## config.mk

```make
export PLATFORM = sky130hd
export DESIGN_NAME = insn_decoder
export DESIGN_NICKNAME = d
export VERILOG_FILES = /design/src/rtl/insn_dec_pkg.sv /design/src/rtl/insn_hdr_decode.sv /design/src/rtl/insn_field_map.sv /design/src/rtl/insn_decoder.sv
export SDC_FILE = /design/constraint.sdc
export NUM_CORES = 1
export LEC_CHECK = 0
export BUFFER_PORTS_ARGS = -buffer_cell sky130_fd_sc_hd__buf_2
export CORE_AREA = 3 3 67 94
export DETAILED_ROUTE_END_ITERATION = 6
export DIE_AREA = 0 0 70 97
export PLACE_DENSITY = 0.87
export SKIP_LAST_GASP = 1
export SYNTH_ARGS = -nofsm -noshare
export SYNTH_HDL_FRONTEND = slang
export SYNTH_SLANG_ARGS = --single-unit
```

## constraint.sdc

```tcl
create_clock -name clk -period 6.2 [get_ports clk]
set_clock_uncertainty 0.05 [all_clocks]
set_input_delay 0.31 -clock clk [delete_from_list [all_inputs] [get_ports clk]]
set_output_delay 0.31 -clock clk [all_outputs]
set_load 0.005 [all_outputs]
```

## src/rtl/insn_dec_pkg.sv

```systemverilog
package insn_dec_pkg;
    localparam int DATA_W  = 16;
    localparam int BYTE_W  = 8;
    localparam int REG_W   = 4;
    localparam int OP_W    = 3;
    localparam int NSLOT   = 3;
    localparam int LEN_W   = 3;
    localparam int SIDX_W  = $clog2(NSLOT);

    typedef enum logic [1:0] {
        CLS_ALU = 2'b00,
        CLS_MEM = 2'b01,
        CLS_JMP = 2'b10,
        CLS_SYS = 2'b11
    } cls_e;

    typedef enum logic [1:0] {
        K_NONE = 2'd0,
        K_REG  = 2'd1,
        K_IMM  = 2'd2
    } kind_e;

    function automatic logic [1:0] kind_bytes(input logic [1:0] k);
        case (k)
            K_REG:   kind_bytes = 2'd1;
            K_IMM:   kind_bytes = 2'd2;
            default: kind_bytes = 2'd0;
        endcase
    endfunction
endpackage

```

## src/rtl/insn_hdr_decode.sv

```systemverilog
module insn_hdr_decode
    import insn_dec_pkg::*;
(
    input  logic [BYTE_W-1:0]           hdr,
    output logic [NSLOT-1:0][1:0]       kinds,
    output logic [LEN_W-1:0]            len
);
    always_comb begin
        kinds = '0;
        unique case (cls_e'(hdr[7:6]))
            CLS_ALU: begin
                kinds[0] = K_REG;
                kinds[1] = hdr[0] ? K_IMM : K_REG;
                kinds[2] = K_REG;
            end
            CLS_MEM: begin
                kinds[0] = hdr[1] ? K_IMM : K_REG;
                kinds[1] = (hdr[5] && hdr[0]) ? K_IMM : K_REG;
            end
            CLS_JMP: begin
                kinds[0] = K_REG;
                kinds[1] = hdr[0] ? K_IMM : K_REG;
            end
            CLS_SYS: kinds = '0;
        endcase
    end

    always_comb begin
        len = LEN_W'(1);
        for (int i = 0; i < NSLOT; i++)
            len = len + LEN_W'(kind_bytes(kinds[i]));
    end
endmodule

```

## src/rtl/insn_field_map.sv

```systemverilog
module insn_field_map
    import insn_dec_pkg::*;
(
    input  logic [BYTE_W-1:0]             hdr,
    input  logic [NSLOT-1:0][DATA_W-1:0]  slots,
    output logic [OP_W-1:0]               op,
    output logic                          a_imm,
    output logic                          b_imm,
    output logic [REG_W-1:0]              reg_a,
    output logic [REG_W-1:0]              reg_b,
    output logic [REG_W-1:0]              reg_d,
    output logic [DATA_W-1:0]             imm_a,
    output logic [DATA_W-1:0]             imm_b,
    output logic                          wr_en,
    output logic                          no_effect,
    output logic                          illegal
);
    always_comb begin
        op = '0; a_imm = 1'b0; b_imm = 1'b0;
        reg_a = '0; reg_b = '0; reg_d = '0;
        imm_a = '0; imm_b = '0;
        wr_en = 1'b0; illegal = 1'b0;
        unique case (cls_e'(hdr[7:6]))
            CLS_ALU: begin
                op    = hdr[5:3];
                b_imm = hdr[0];
                reg_a = slots[0][REG_W-1:0];
                if (hdr[0]) imm_b = slots[1];
                else        reg_b = slots[1][REG_W-1:0];
                reg_d = slots[2][REG_W-1:0];
                wr_en = 1'b1;
            end
            CLS_MEM: begin
                op    = hdr[5:3];
                a_imm = hdr[1];
                if (hdr[1]) imm_a = slots[0];
                else        reg_a = slots[0][REG_W-1:0];
                if (hdr[5]) begin
                    b_imm = hdr[0];
                    if (hdr[0]) imm_b = slots[1];
                    else        reg_b = slots[1][REG_W-1:0];
                end else begin
                    reg_d = slots[1][REG_W-1:0];
                    wr_en = 1'b1;
                end
            end
            CLS_JMP: begin
                op      = {1'b0, hdr[5:4]};
                b_imm   = hdr[0];
                reg_a   = slots[0][REG_W-1:0];
                if (hdr[0]) imm_b = slots[1];
                else        reg_b = slots[1][REG_W-1:0];
                illegal = (hdr[5:4] == 2'b11);
            end
            CLS_SYS: op = {2'b00, hdr[5]};
        endcase
        no_effect = wr_en && (reg_d == '0);
    end
endmodule

```

## src/rtl/insn_decoder.sv

```systemverilog
module insn_decoder
    import insn_dec_pkg::*;
(
    input  logic               clk,
    input  logic               rst_n,
    input  logic               in_valid,
    input  logic [7:0]         in_byte,
    output logic               in_ready,
    input  logic               out_ready,
    output logic               out_valid,
    output logic [1:0]         out_cls,
    output logic [2:0]         out_op,
    output logic               out_a_imm,
    output logic               out_b_imm,
    output logic [3:0]         out_reg_a,
    output logic [3:0]         out_reg_b,
    output logic [3:0]         out_reg_d,
    output logic [15:0]        out_imm_a,
    output logic [15:0]        out_imm_b,
    output logic               out_wr_en,
    output logic               out_no_effect,
    output logic               out_illegal,
    output logic [2:0]         out_len
);
    typedef enum logic [1:0] {ST_IDLE, ST_GATHER, ST_OFFER} state_e;

    state_e                       state_q, state_nx;
    logic [BYTE_W-1:0]            hdr_q;
    logic [NSLOT-1:0][DATA_W-1:0] slots_q;
    logic [SIDX_W-1:0]            slot_idx;
    logic                         byte_hi;

    logic [BYTE_W-1:0]            dec_hdr;
    logic [NSLOT-1:0][1:0]        kinds;
    logic [NSLOT-1:0]             more;
    logic [LEN_W-1:0]             len_w;
    logic                         take, slot_done;

    assign dec_hdr = (state_q == ST_IDLE) ? in_byte : hdr_q;

    insn_hdr_decode u_hdr (
        .hdr   (dec_hdr),
        .kinds (kinds),
        .len   (len_w)
    );

    for (genvar g = 0; g < NSLOT; g++) begin : g_more
        if (g < NSLOT - 1) begin : g_mid
            assign more[g] = (kinds[g+1] != K_NONE);
        end else begin : g_end
            assign more[g] = 1'b0;
        end
    end

    assign take      = in_valid && in_ready;
    assign slot_done = (kinds[slot_idx] == K_REG) || byte_hi;

    // Next-state and handshake outputs
    always_comb begin
        state_nx  = state_q;
        in_ready  = 1'b0;
        out_valid = 1'b0;
        unique case (state_q)
            ST_IDLE: begin
                in_ready = 1'b1;
                if (take)
                    state_nx = (kinds[0] == K_NONE) ? ST_OFFER : ST_GATHER;
            end
            ST_GATHER: begin
                in_ready = 1'b1;
                if (take && slot_done && !more[slot_idx])
                    state_nx = ST_OFFER;
            end
            ST_OFFER: begin
                out_valid = 1'b1;
                if (out_ready) state_nx = ST_IDLE;
            end
            default: state_nx = ST_IDLE;
        endcase
    end

    // State register
    always_ff @(posedge clk) begin
        if (!rst_n) state_q <= ST_IDLE;
        else        state_q <= state_nx;
    end

    // Header and operand capture
    always_ff @(posedge clk) begin
        if (!rst_n) begin
            hdr_q    <= '0;
            slots_q  <= '0;
            slot_idx <= '0;
            byte_hi  <= 1'b0;
        end else if (take) begin
            if (state_q == ST_IDLE) begin
                hdr_q    <= in_byte;
                slot_idx <= '0;
                byte_hi  <= 1'b0;
            end else begin
                if (kinds[slot_idx] == K_REG)
                    slots_q[slot_idx] <= {{(DATA_W-BYTE_W){1'b0}}, in_byte};
                else if (!byte_hi)
                    slots_q[slot_idx][BYTE_W-1:0] <= in_byte;
                else
                    slots_q[slot_idx][DATA_W-1:BYTE_W] <= in_byte;
                if (slot_done) begin
                    byte_hi <= 1'b0;
                    if (more[slot_idx]) slot_idx <= slot_idx + SIDX_W'(1);
                end else begin
                    byte_hi <= 1'b1;
                end
            end
        end
    end

    insn_field_map u_map (
        .hdr       (hdr_q),
        .slots     (slots_q),
        .op        (out_op),
        .a_imm     (out_a_imm),
        .b_imm     (out_b_imm),
        .reg_a     (out_reg_a),
        .reg_b     (out_reg_b),
        .reg_d     (out_reg_d),
        .imm_a     (out_imm_a),
        .imm_b     (out_imm_b),
        .wr_en     (out_wr_en),
        .no_effect (out_no_effect),
        .illegal   (out_illegal)
    );

    assign out_cls = hdr_q[7:6];
    assign out_len = len_w;


    out_hold_chk: assert property (@(posedge clk) disable iff (!rst_n)
        out_valid && !out_ready |=> out_valid && $stable(out_len) && $stable(out_op)
            && $stable(out_imm_a) && $stable(out_imm_b) && $stable(out_reg_d));

    in_block_chk: assert property (@(posedge clk) disable iff (!rst_n)
        out_valid |-> !in_ready);

    handoff_chk: assert property (@(posedge clk) disable iff (!rst_n)
        out_valid && out_ready |=> !out_valid && in_ready);

    len_range_chk: assert property (@(posedge clk) disable iff (!rst_n)
        out_valid |-> (out_len >= 3'd1) && (out_len <= 3'd5));

    sys_len_chk: assert property (@(posedge clk) disable iff (!rst_n)
        out_valid && (out_cls == 2'b11) |-> (out_len == 3'd1));

    illegal_cls_chk: assert property (@(posedge clk) disable iff (!rst_n)
        out_illegal |-> (out_cls == 2'b10));

    no_effect_chk: assert property (@(posedge clk) disable iff (!rst_n)
        out_no_effect |-> out_wr_en && (out_reg_d == 4'd0));
endmodule

```

======== Yosys cells after proc, flatten, opt, wreduce, memory -nomap -nowiden ========
Cells that the tools add are included.
operators by class
  add/sub/neg operators ................... 4
  magnitude comparators ................... 2
  equal/unequal tests ..................... 19
  multiplexer cells ....................... 55
  bitwise operators ....................... 1
  reduce and logical (&&, ||, !) cells .... 25
operator list
  operator                                                         number
  48-bit bitwise mux                                               3
  16-bit demux with 2-bit select                                   3
  16-bit 2-to-1 mux                                                6
  48-bit 2-to-1 mux                                                2
  16-bit one-hot mux with 2 select lines                           1
  4-bit one-hot mux with 2 select lines                            3
  2-bit 2-to-1 mux                                                 11
  2-bit == test, second input constant                             8
  4-bit 2-to-1 mux                                                 4
  8-bit 2-to-1 mux                                                 2
  2-bit by 1-bit == test with 1-bit output, second input constant  6
  2-bit one-hot mux with 2 select lines                            3
  4-bit one-hot mux with 3 select lines                            1
  1-bit 2-to-1 mux                                                 10
  3-bit one-hot mux with 3 select lines                            1
  2-bit logical NOT                                                4
  2-bit nonzero test                                               4
  2-bit OR reduction                                               4
  3-bit by 2-bit adder with 3-bit output                           2
  1-bit logical AND                                                6
  2-bit inequality test, second input constant                     3
  2-bit one-hot mux with 3 select lines                            1
  3-bit AND reduction                                              2
  2-bit binary-select mux with 2-bit select                        1
  other kinds (13)                                                 15
storage, ports and cells
  register bits after elaboration ......... 61
  output and inout bits ................... 59
  word-level logic and storage cells ...... 114

======== Depth between registers and ports, before layout ========
  depth after elaboration ................. 13
  depth in mapped cells ................... 9

======== Modules after synthesis ========
Synthesis repeated with hierarchy kept, for this count alone.
unflattened totals
  cells, all modules ...................... 357
  area, all modules ....................... 3,299.4 um2
by module, submodules not included
  module           instances  cells an instance  area each (um2)  sequential area each (um2)
  insn_decoder     1          257                2,658.8          1,221.2
  insn_field_map   1          76                 473.0            0.0
  insn_hdr_decode  1          24                 167.7            0.0

======== Worst setup path before layout ========
Ideal clock, no wire load.
  path kind ............................... register to output
  start point ............................. register state_q[0]
  end point ............................... output port out_len[2]
  arrival time ............................ 2.174 ns
  required time ........................... 5.840 ns
  path slack .............................. 3.666 ns
  stages on the path, launching flop included .. 10
  buffers on the path ..................... 2
  cells stage by stage .................... dfxtp_1 -> buf_4 -> or2_1 -> buf_2 -> o31ai_1 -> a31oi_1 -> nor2b_1 -> ha_1 -> fa_1 -> xor2_1
on the way
  longest elaborated chain between the ends .. 10
  elaborated cells between the ends (all ways) .. 25
  those cells by class .................... add/sub (3); eq/ne (9); mux (9); reduce/logical (4)
RTL lines
  item                                                                              line                   source
  start: declaration                                                                insn_decoder.sv:27     state_e state_q, state_nx;
  start signal: assignment                                                          insn_decoder.sv:85     else state_q <= state_nx;
  2-bit logical NOT *                                                               insn_decoder.sv:39     assign dec_hdr = (state_q == ST_IDLE) ? in_byte : hdr_q;
  8-bit 2-to-1 mux *                                                                -
  2-bit == test / 2-bit logical NOT (equally long branches)                         insn_hdr_decode.sv:10  unique case (cls_e'(hdr[7:6]))
  2-bit OR reduction (no source line)                                               -
  4-bit one-hot mux with 3 select lines                                             insn_hdr_decode.sv:10
  2-bit == test / 2-bit by 1-bit == test with 1-bit output (equally long branches)  insn_dec_pkg.sv:24     case (k)
  2-bit one-hot mux with 2 select lines                                             insn_dec_pkg.sv:24
  1-bit by 2-bit adder with 3-bit output                                            insn_hdr_decode.sv:31  len = len + LEN_W'(kind_bytes(kinds[i]));
  3-bit by 2-bit adder with 3-bit output                                            insn_hdr_decode.sv:31
  3-bit by 2-bit adder with 3-bit output *                                          insn_hdr_decode.sv:31
  end: declaration                                                                  insn_decoder.sv:23     output logic [2:0] out_len
Mark *: on every way between the ends. The rest lies on a longest branch, timed or not.

======== Worst setup path in the final report ========
Same ends and word-level chain as after synthesis.

==> metrics.txt <==
# TYPE chip_impl_metric gauge
chip_impl_metric{name="post-route-drc-count",unit=""} 0
chip_impl_metric{name="clk_latency_worst_skew_pair",unit="ps"} 300
chip_impl_metric{name="antenna-diode-count",unit=""} 0
chip_impl_metric{name="top_fanout_value_on_the_critical_path",unit=""} 17
chip_impl_metric{name="asyncSetResetFlopFracSynth",unit=""} 0
chip_impl_info{name="timing_worst_setup_path_type",value="reg2out"} 1
chip_impl_metric{name="synth.yosys.seq_area_share",unit=""} 0.349
chip_impl_metric{name="io-pin-count",unit=""} 71
chip_impl_info{name="leading_area_contributor_after_synthesis",value="sky130_fd_sc_hd__dfxtp_1"} 1
chip_impl_metric{name="path_depth",unit=""} 8
chip_impl_info{name="timing.rr.start",value="state_q[0]"} 1
chip_impl_metric{name="pin_count_of_the_biggest_net_entering_global_routing",unit=""} 63
chip_impl_info{name="synth.area.top_cells",value="sky130_fd_sc_hd__dfxtp_1 (35%), sky130_fd_sc_hd__mux2i_1 (11%), sky130_fd_sc_hd__and2_1 (9.8%)"} 1
chip_impl_metric{name="max_cap_violations",unit=""} 0
chip_impl_info{name="critical_path.startpoint",value="state_q[0]"} 1
chip_impl_metric{name="timing.final.crit_period",unit="ps"} 3300
chip_impl_info{name="worstPathCellList",value="or2_1 -> o31ai_1 -> a31oi_1 -> nor2b_1 -> ha_1 -> fa_1 -> xor2_1 -> buf_2"} 1
chip_impl_info{name="worst_setup_path_start_kind",value="flop"} 1
chip_impl_metric{name="cellLeakagePower",unit="nW"} 1.44
chip_impl_metric{name="vias_per_instance",unit=""} 5.64
chip_impl_metric{name="cts_hold_repair.buffers",unit=""} 0
chip_impl_info{name="holdCritPathClass",value="in2reg"} 1
chip_impl_metric{name="dp.final_hpwl",unit="microns"} 5200
chip_impl_metric{name="min_period_over_period",unit=""} 0.532
chip_impl_info{name="yosys.cell_count.top_type",value="sky130_fd_sc_hd__nand2_1"} 1
chip_impl_metric{name="chipHeight",unit="microns"} 97
chip_impl_metric{name="fmax",unit="GHz"} 0.303
chip_impl_metric{name="postSynthRegisterBits",unit=""} 48
chip_impl_metric{name="number_of_cells_on_the_worst_reg_to_reg_path",unit=""} 5
chip_impl_metric{name="place_inst",unit=""} 448
chip_impl_metric{name="ys_warn_count",unit=""} 0
chip_impl_metric{name="critPathRequiredTime",unit="ps"} 5840
chip_impl_metric{name="gr-usage-met2",unit=""} 0.359
chip_impl_metric{name="post_synth_instance_area",unit="sq um"} 2750
chip_impl_metric{name="floorplan.initialDensity",unit=""} 0.498
chip_impl_metric{name="grt_pass1_wl",unit="microns"} 11700
chip_impl_metric{name="tritoncts.num_buffers",unit=""} 5
chip_impl_metric{name="first_global_vias",unit=""} 2437
chip_impl_metric{name="path_clk_slew",unit="ps"} 80
chip_impl_metric{name="finalNonFillerCells",unit=""} 455
chip_impl_metric{name="min_path_cells",unit=""} 3
chip_impl_metric{name="fillers",unit=""} 497
chip_impl_metric{name="met1_grt_util",unit=""} 0.244
chip_impl_metric{name="grtUsageTotal",unit=""} 0.211
chip_impl_metric{name="global_route.usage.met3",unit=""} 0.0343
chip_impl_metric{name="finalNetCount",unit=""} 406
chip_impl_metric{name="syn_inst",unit=""} 332
chip_impl_info{name="yosys_most_used_dff",value="sky130_fd_sc_hd__dfxtp_1"} 1
chip_impl_info{name="critical-path-slowest-cell",value="sky130_fd_sc_hd__dfxtp_1"} 1
chip_impl_metric{name="power.density",unit="nW/um^2"} 202
chip_impl_metric{name="arrival",unit="ps"} 2940
chip_impl_info{name="cp-end-kind",value="output pin"} 1
chip_impl_metric{name="place_congestion",unit=""} 0.912
chip_impl_metric{name="wl",unit="microns"} 7070
chip_impl_metric{name="initialDrtViolationCount",unit=""} 228
chip_impl_metric{name="antenna_found_initial",unit=""} 0
chip_impl_metric{name="cts.sink_count",unit=""} 48
chip_impl_info{name="status",value="finished clean"} 1
chip_impl_info{name="rsz0062_at_grt",value="no"} 1
chip_impl_metric{name="critical_path.n_buffers_inverters",unit=""} 1
chip_impl_metric{name="ir_worst_vdd",unit="V"} 0.0000955
chip_impl_metric{name="fp.dieArea",unit="sq um"} 6790
chip_impl_metric{name="critical_path.max_stage_delay",unit="ps"} 460
chip_impl_metric{name="detail_route.first_pass.iterations",unit=""} 4
chip_impl_info{name="synth_top_cells_by_count",value="sky130_fd_sc_hd__nand2_1 (57), sky130_fd_sc_hd__dfxtp_1 (48), sky130_fd_sc_hd__and2_1 (43)"} 1
chip_impl_metric{name="finish.instance_area",unit="sq um"} 3160
chip_impl_info{name="clock_root_buffer",value="sky130_fd_sc_hd__clkbuf_8"} 1
chip_impl_metric{name="timing.final.setup_violations",unit=""} 0
chip_impl_metric{name="portBuffers",unit=""} 70
chip_impl_metric{name="grt_overflow",unit=""} 0
chip_impl_metric{name="wire_per_inst",unit="microns"} 15.5
chip_impl_metric{name="drive_gt1_frac",unit=""} 0.238
chip_impl_info{name="global_route.peak_usage_layer",value="met2"} 1
chip_impl_metric{name="postCtsSetupRepairBufs",unit=""} 0
chip_impl_metric{name="syn-mean-instance-area",unit="sq um"} 8.29
chip_impl_metric{name="cell_area_reported_after_detailed_placement",unit="sq um"} 3080
chip_impl_info{name="worst_path_dominant_cell_family",value="adder cells"} 1
chip_impl_metric{name="finalHoldViolCount",unit=""} 0
chip_impl_metric{name="area.growth.synth_to_final",unit="%"} 14.7
chip_impl_metric{name="core_area",unit="sq um"} 5530
chip_impl_metric{name="clock_tree.htree_level_count",unit=""} 2
chip_impl_info{name="cts_tree",value="done"} 1
chip_impl_metric{name="synth.distinct_cells",unit=""} 45
chip_impl_info{name="hp-start",value="in_byte[2]"} 1
chip_impl_metric{name="synth_nets",unit=""} 351
chip_impl_metric{name="final.hold.worst_slack",unit="ps"} 271
chip_impl_metric{name="core.rowCount",unit=""} 32
chip_impl_metric{name="synth.top_cell.area_share",unit=""} 0.349
chip_impl_metric{name="cts-resized-gates",unit=""} 0
chip_impl_metric{name="drv_slew",unit=""} 0
chip_impl_metric{name="cts_buffer_depth",unit=""} 2
chip_impl_metric{name="die_width",unit="microns"} 70
chip_impl_metric{name="detail-route-antenna-nets",unit=""} 0
chip_impl_metric{name="synth_edf_count",unit=""} 0
chip_impl_metric{name="setup_tns",unit="ps"} 0
chip_impl_metric{name="detailroute.via_count",unit=""} 2566
chip_impl_metric{name="max_slew_margin",unit=""} 0.336
chip_impl_metric{name="timing_worst_slew_pin_value",unit="ps"} 996
## kinds of logic (layout without fill, tap and decap cells)
kind of cell,count (synthesis),count (layout),synth area share
simple gates,148,148,0.279
compound gates,57,57,0.157
flops,48,48,0.349
buf+inv,41,96,0.0677
mux,30,30,0.109
fa+ha+maj,7,7,0.0345
xor+xnor,1,1,0.00318
## worst register-to-register path: cells and delay by family, from the launching register on
kind | cells | cell delay (ps)
compound gates | 3 | 1270
flops | 1 | 620
mux | 1 | 240
simple gates | 1 | 350
## metal layers
layer / up-vias / share of wire
met5: - / 0
li1: 1241 / -
met1: 1208 / 0.39
met4: 0 / 0.046
met2: 93 / 0.51
met3: 24 / 0.054
## registers in the layout (all words and copies together) (netlist names)
signal,cells
state_q,2
byte_hi,1
slot_idx,2
slots_q,36
hdr_q,7
## per-stage QoR
step / total power, W / worst slack (ps) / utilization
final: 0.000637 / 2900 / 0.572
after detailed placement: 0.000463 / 3270 / 0.557
after global placement: 0.000458 / 3460 / 0.557
after CTS: 0.000641 / 2940 / 0.572
after global routing: 0.000669 / 2720 / 0.572
after floorplan: 0.000425 / 3670 / -
## power by group
group          internal [W]  switching [W]  total, W
sequential         0.000317      0.0000158  0.000332
combinational     0.0000508      0.0000746  0.000125
clock             0.0000765       0.000103  0.000179
total              0.000444       0.000193  0.000637
## layout by cell type (no fill, tap or decap), drive strengths merged, types with 3 or more instances in the layout
master,instances
nand2,57
and2,43
and3,5
dfxtp,48
buf,71
nand4,3
o22ai,16
ha,6
nor2,13
inv,18
nand3,4
a31oi,3
nor2b,15
mux2i,29
nor4,4
clkbuf,5
a21oi,18
## cell type report
class                   count  area (sq um)  area share
inverters                  18          67.6      0.0214
flip-flops and latches     48           961       0.304
clock inverters             2          12.5     0.00396
clock buffers               5          68.8      0.0218
well taps                  68          85.1      0.0269
multi-input cells         243          1610       0.509
repair buffers             71           358       0.113
## worst paths after layout
path | to | slack (ps)
setup / recovery | out_len[2] | 2900
hold / removal | slots_q[10] | 270
setup reg to reg | slots_q[23] | 3610
hold reg to reg | slots_q[14] | 410
Power figures use the tool's default switching activity.
